File: config.mk
export PLATFORM = sky130hd
export DESIGN_NAME = addr_latch_decoder
export DESIGN_NICKNAME = d
export VERILOG_FILES = /design/src/rtl/adl_pkg.sv /design/src/rtl/adl_ctrl.sv /design/src/rtl/adl_bank.sv /design/src/rtl/adl_drive.sv /design/src/rtl/addr_latch_decoder.sv
export SDC_FILE = /design/constraint.sdc
export NUM_CORES = 1
export LEC_CHECK = 0
export BUFFER_PORTS_ARGS = -buffer_cell sky130_fd_sc_hd__buf_2
export CAP_MARGIN = 5
export CORE_MARGIN = 2
export CORE_UTILIZATION = 30
export CTS_BUF_LIST = sky130_fd_sc_hd__clkbuf_4 sky130_fd_sc_hd__clkbuf_8
export CTS_CLUSTER_SIZE = 28
export DETAILED_ROUTE_END_ITERATION = 10
export GPL_TIMING_DRIVEN = 0
export PLACE_DENSITY_LB_ADDON = 0.25
export SLEW_MARGIN = 25
export SYNTH_ARGS = -nofsm -noshare
export SYNTH_HDL_FRONTEND = slang
export SYNTH_SLANG_ARGS = --single-unit
File: constraint.sdc
create_clock -name clk -period 1.9 [get_ports clk]
set_clock_uncertainty 0.05 [all_clocks]
set_input_delay 0.19 -clock clk [delete_from_list [all_inputs] [get_ports clk]]
set_output_delay 0.19 -clock clk [all_outputs]
set_load 0.05 [all_outputs]
File: src/rtl/adl_pkg.sv
package adl_pkg;

    typedef enum logic [1:0] {
        MODE_HOLD   = 2'd0,
        MODE_WRITE  = 2'd1,
        MODE_CLEAR  = 2'd2,
        MODE_DECODE = 2'd3
    } mode_e;

    typedef struct packed {
        mode_e mode;
        logic  capture;
    } ctrl_t;

    function automatic mode_e pick_mode(input logic en_n, input logic clr_n);
        mode_e m;
        case ({en_n, clr_n})
            2'b01:   m = MODE_WRITE;
            2'b00:   m = MODE_DECODE;
            2'b10:   m = MODE_CLEAR;
            default: m = MODE_HOLD;
        endcase
        return m;
    endfunction

endpackage

File: src/rtl/adl_ctrl.sv
module adl_ctrl
    import adl_pkg::*;
#(
    parameter int ADDR_W = 3
) (
    input  logic              clk,
    input  logic              rst,
    input  logic              en_n,
    input  logic              clr_n,
    input  logic [ADDR_W-1:0] addr_in,
    output ctrl_t             ctrl,
    output logic [ADDR_W-1:0] sel_addr
);

    logic              en_prev;
    logic [ADDR_W-1:0] addr_hold;
    logic              first_low;

    assign first_low    = !en_n && en_prev;
    assign sel_addr     = first_low ? addr_in : addr_hold;
    assign ctrl.mode    = pick_mode(en_n, clr_n);
    assign ctrl.capture = en_n && !en_prev;

    always_ff @(posedge clk) begin
        if (rst) begin
            en_prev   <= 1'b1;
            addr_hold <= '0;
        end else begin
            en_prev <= en_n;
            if (first_low) begin
                addr_hold <= addr_in;
            end
        end
    end

endmodule

File: src/rtl/adl_bank.sv
module adl_bank
    import adl_pkg::*;
#(
    parameter int ADDR_W = 3,
    parameter int NCELL  = 1 << ADDR_W
) (
    input  logic              clk,
    input  logic              rst,
    input  ctrl_t             ctrl,
    input  logic [ADDR_W-1:0] sel_addr,
    input  logic              din,
    output logic [NCELL-1:0]  state_q
);

    for (genvar i = 0; i < NCELL; i++) begin : g_cell
        logic hit;
        assign hit = (sel_addr == ADDR_W'(i));

        always_ff @(posedge clk) begin
            if (rst) begin
                state_q[i] <= 1'b0;
            end else begin
                case (ctrl.mode)
                    MODE_WRITE:  if (hit) state_q[i] <= din;
                    MODE_DECODE: state_q[i] <= hit ? din : 1'b0;
                    MODE_CLEAR:  state_q[i] <= 1'b0;
                    default:     if (hit && ctrl.capture) state_q[i] <= din;
                endcase
            end
        end
    end

endmodule

File: src/rtl/adl_drive.sv
module adl_drive #(
    parameter int NCELL = 8
) (
    input  logic [NCELL-1:0] state_q,
    output logic [NCELL-1:0] pull_low,
    output logic [NCELL-1:0] pin_level
);

    for (genvar i = 0; i < NCELL; i++) begin : g_drv
        assign pull_low[i]  = state_q[i];
        assign pin_level[i] = state_q[i] ? 1'b0 : 1'b1;
    end

endmodule

File: src/rtl/addr_latch_decoder.sv
module addr_latch_decoder
    import adl_pkg::*;
#(
    parameter  int ADDR_W = 3,
    localparam int NCELL  = 1 << ADDR_W
) (
    input  logic              clk,
    input  logic              rst,
    input  logic              din,
    input  logic [ADDR_W-1:0] addr,
    input  logic              en_n,
    input  logic              clr_n,
    output logic [NCELL-1:0]  pull_low,
    output logic [NCELL-1:0]  pin_level
);

    ctrl_t             ctrl;
    logic [ADDR_W-1:0] sel_addr;
    logic [NCELL-1:0]  state_q;

    adl_ctrl #(.ADDR_W(ADDR_W)) u_ctrl (
        .clk      (clk),
        .rst      (rst),
        .en_n     (en_n),
        .clr_n    (clr_n),
        .addr_in  (addr),
        .ctrl     (ctrl),
        .sel_addr (sel_addr)
    );

    adl_bank #(.ADDR_W(ADDR_W), .NCELL(NCELL)) u_bank (
        .clk      (clk),
        .rst      (rst),
        .ctrl     (ctrl),
        .sel_addr (sel_addr),
        .din      (din),
        .state_q  (state_q)
    );

    adl_drive #(.NCELL(NCELL)) u_drive (
        .state_q   (state_q),
        .pull_low  (pull_low),
        .pin_level (pin_level)
    );

endmodule

==> results.txt <==
RePlAce Congestion - 0.7813
# DRC - 0
drt wl/cell - 12.82 µm
CTS buffer count - 3
fin crit period - 1.560 ns
TritonCTS Sinks - 12
first-pass GRT wire length - 3367 µm
share of cells above drive strength 1 - 33.61%
final number of max-transition violations - 0
Yosys reg bits - 12
final wirelength - 1961 µm
Flop pwr share - 42.4%
RSZ-0062 raised after global routing - no
H-tree level count - 1
vias in the first global route - 689
clk root buf - clkbuf_4
commonest non-fill, non-tap cells in the layout - buf_2 (23), inv_1 (12), dfxtp_1 (12), a211oi_1 (8)
R2R setup slack - 0.34 ns
total negative slack - 0 ns
iteration count of the initial detailed-routing pass - 4
Hold Fails Final Rpt - 0
LEAKAGE - 0.4213 nW
multi-input combinational cell area - 500.5 µm²
Int Power - 0.4145 mW
cts repair resizes - 0
post-layout util - 37.44%
antenna violations before repair - 0
Inserted Diodes - 0
worst r2r dst - u_bank.state_q[4]$_SDFFE_PP0P_
clock group share of total power - 23.1%
status - finished clean
Pwr Density - 646.7 mW/mm²
RR Startpoint - u_ctrl.en_prev$_SDFF_PP1_
largest net degree at the start of global routing - 11
Hold EP - u_bank.state_q[6]$_SDFFE_PP0P_
Crit. End Element - flop
Post-Syn Nets - 105
Min-Delay Path Depth - 2
Max Root-Sink Buffers - 2
fmax - 640.9 MHz
GRT overflow - 0
CTS tree - yes
Slew @ Worst Pin - 0.4363 ns
FP Rows - 19
Reg clk slew, reported paths - 0.07 ns
I/O Pins - 24
post-route ant nets - 0
logic gate share of total power - 34.6%
largest fanout on the critical path - 10
setup bufs post-CTS - 0
Hold Path Class - input pin to flop
fillers - 298
nature of the critical path startpoint - flop
Worst Hold Launch - rst
Layout area overhead - 20.33%
starting density of the core - 31.12%
WS Path Type - flop to flop
core area - 0.002710 mm²
Synth cell types - 37
fin crit share - 82.12%
relative slew slack - 70.60%
most common cell after layout, fill and taps aside - buf_2
total die area - 0.003251 mm²
via count - 811
dpl hpwl - 1528 µm
cts hold-fix bufs - 0
Final setup viols - 0
Cells after Synth - 97
Detailed Route Iter0 Violations - 27
register area share after synthesis - 28.49%
Nets - 132
Max-Cap Viols - 0
Reg2Reg Depth - 6
Sw Share - 36.84%
I/O Buffers - 22
Mapped Area - 843.3 µm²
yosys warns - 0
Die Height - 57.02 µm
syn avg cell area - 8.694 µm²
Register Area - 240.2 µm²
Sw Pwr - 0.2418 mW
Worst-Skew Late Latency - 0.27 ns
via/cell ratio - 5.301
WP data required - 2.03 ns
Global Route Usage Sum - 13.07%
Max VDD drop - 0.4375 mV
CP Data Arrival Time - 1.69 ns
Chip Width - 57.02 µm
[registers in the layout (all words and copies together), names as in the netlist]
| signal | flops |
|---|---|
| u_bank.state_q | 8 |
| u_ctrl.addr_hold | 3 |
| u_ctrl.en_prev | 1 |
[worst max path at each step]
stage,start,end,slack (ns),cells past startpoint
finish,u_ctrl.en_prev$_SDFF_PP1_,u_bank.state_q[4]$_SDFFE_PP0P_,0.34,6
floorplan,u_ctrl.en_prev$_SDFF_PP1_,u_bank.state_q[4]$_SDFFE_PP0P_,0.53,6
global placement,u_ctrl.addr_hold[0]$_SDFF_PP0_,u_bank.state_q[3]$_SDFFE_PP0P_,0.39,5
global route,u_ctrl.en_prev$_SDFF_PP1_,u_bank.state_q[2]$_SDFFE_PP0P_,0.21,6
CTS,u_ctrl.en_prev$_SDFF_PP1_,u_bank.state_q[4]$_SDFFE_PP0P_,0.33,6
detailed placement,u_ctrl.en_prev$_SDFF_PP1_,u_bank.state_q[4]$_SDFFE_PP0P_,0.38,6
[layout make-up]
cell class	count	share of cell area (%)
clock buffers	3	2.219
repair buffers	22	10.85
flip-flops and latches	12	23.67
inverters	12	4.439
multi-input cells	65	49.32
well taps	31	3.822
plain buffers	8	5.672
[metal layers]
layer | share of wire, % | vias to the layer above | track usage [%]
li1 | - | 414 | -
met1 | 46 | 366 | 17.67
met2 | 46 | 31 | 20.69
met3 | 7.2 | 0 | 4.989
met4 | 0 | 0 | 1.329
met5 | 0 | - | 0
[power by group through the flow]
stage               sequential (mW)  clock, mW  combinational [mW]
finish                        0.278      0.151               0.227
global route                  0.280      0.176               0.245
CTS                           0.278      0.161               0.228
detailed placement            0.284          0               0.226
global placement              0.283          0               0.226
floorplan                     0.316          0               0.142
[Yosys cell counts (all sizes together)]
library cell / number / share of area [%]
o32ai: 2 / 2.1
mux2: 1 / 1.8
nor4b: 1 / 1.8
a22oi: 2 / 1.8
o21a: 1 / 0.89
nand2: 4 / 2.1
o32a: 1 / 1.2
and4: 1 / 1.0
or2: 1 / 0.74
o22ai: 1 / 0.74
inv: 12 / 5.3
nor2: 5 / 2.2
nor4: 1 / 1.5
a2bb2oi: 1 / 1.0
a211oi: 9 / 8.6
and3: 1 / 0.74
a31o: 4 / 5.2
nand2b: 2 / 3.3
and2: 1 / 0.74
dfxtp: 12 / 28
nor3: 5 / 3.0
a311oi: 3 / 3.1
a31oi: 1 / 0.74
clkbuf: 3 / 1.3
o21ai: 5 / 3.0
buf: 5 / 5.5
mux2i: 4 / 5.6
a21o: 2 / 1.8
a21oi: 4 / 2.4
nor4bb: 2 / 2.4
[cell families (layout without fill, tap and decap cells)]
group                  after synthesis  after routing  synth area share [%]
AO/OA/AOI/OAI                       36             36                 32.49
AND/OR/NAND/NOR                     24             24                 19.44
flip-flops                          12             12                 28.49
buffers and inverters               20             45                 12.17
multiplexers                         5              5                 7.418
[worst max-delay path: stages, from the launching register on]
cell and delay [ns]:
dfxtp_1 0.31, buf_6 0.14, nand2b_4 0.06, buf_6 0.14, mux2i_2 0.35, a211oi_1 0.15, nor4_2 0.26
[per-stage QoR]
step	worst slack, ns	std cells	instance area, µm²	power (mW)	hold WS [ns]
after floorplan	0.5270	97	843.3	0.4585	0.2110
after global placement	0.3851	150	992.2	0.5087	0.3561
after detailed placement	0.3828	150	992.2	0.5103	0.3541
after CTS	0.3309	153	1015	0.6666	0.06780
after global routing	0.2134	153	1015	0.7012	0.06615
final	0.3398	153	1015	0.6562	0.07691
(Power assumes the default switching activity.)
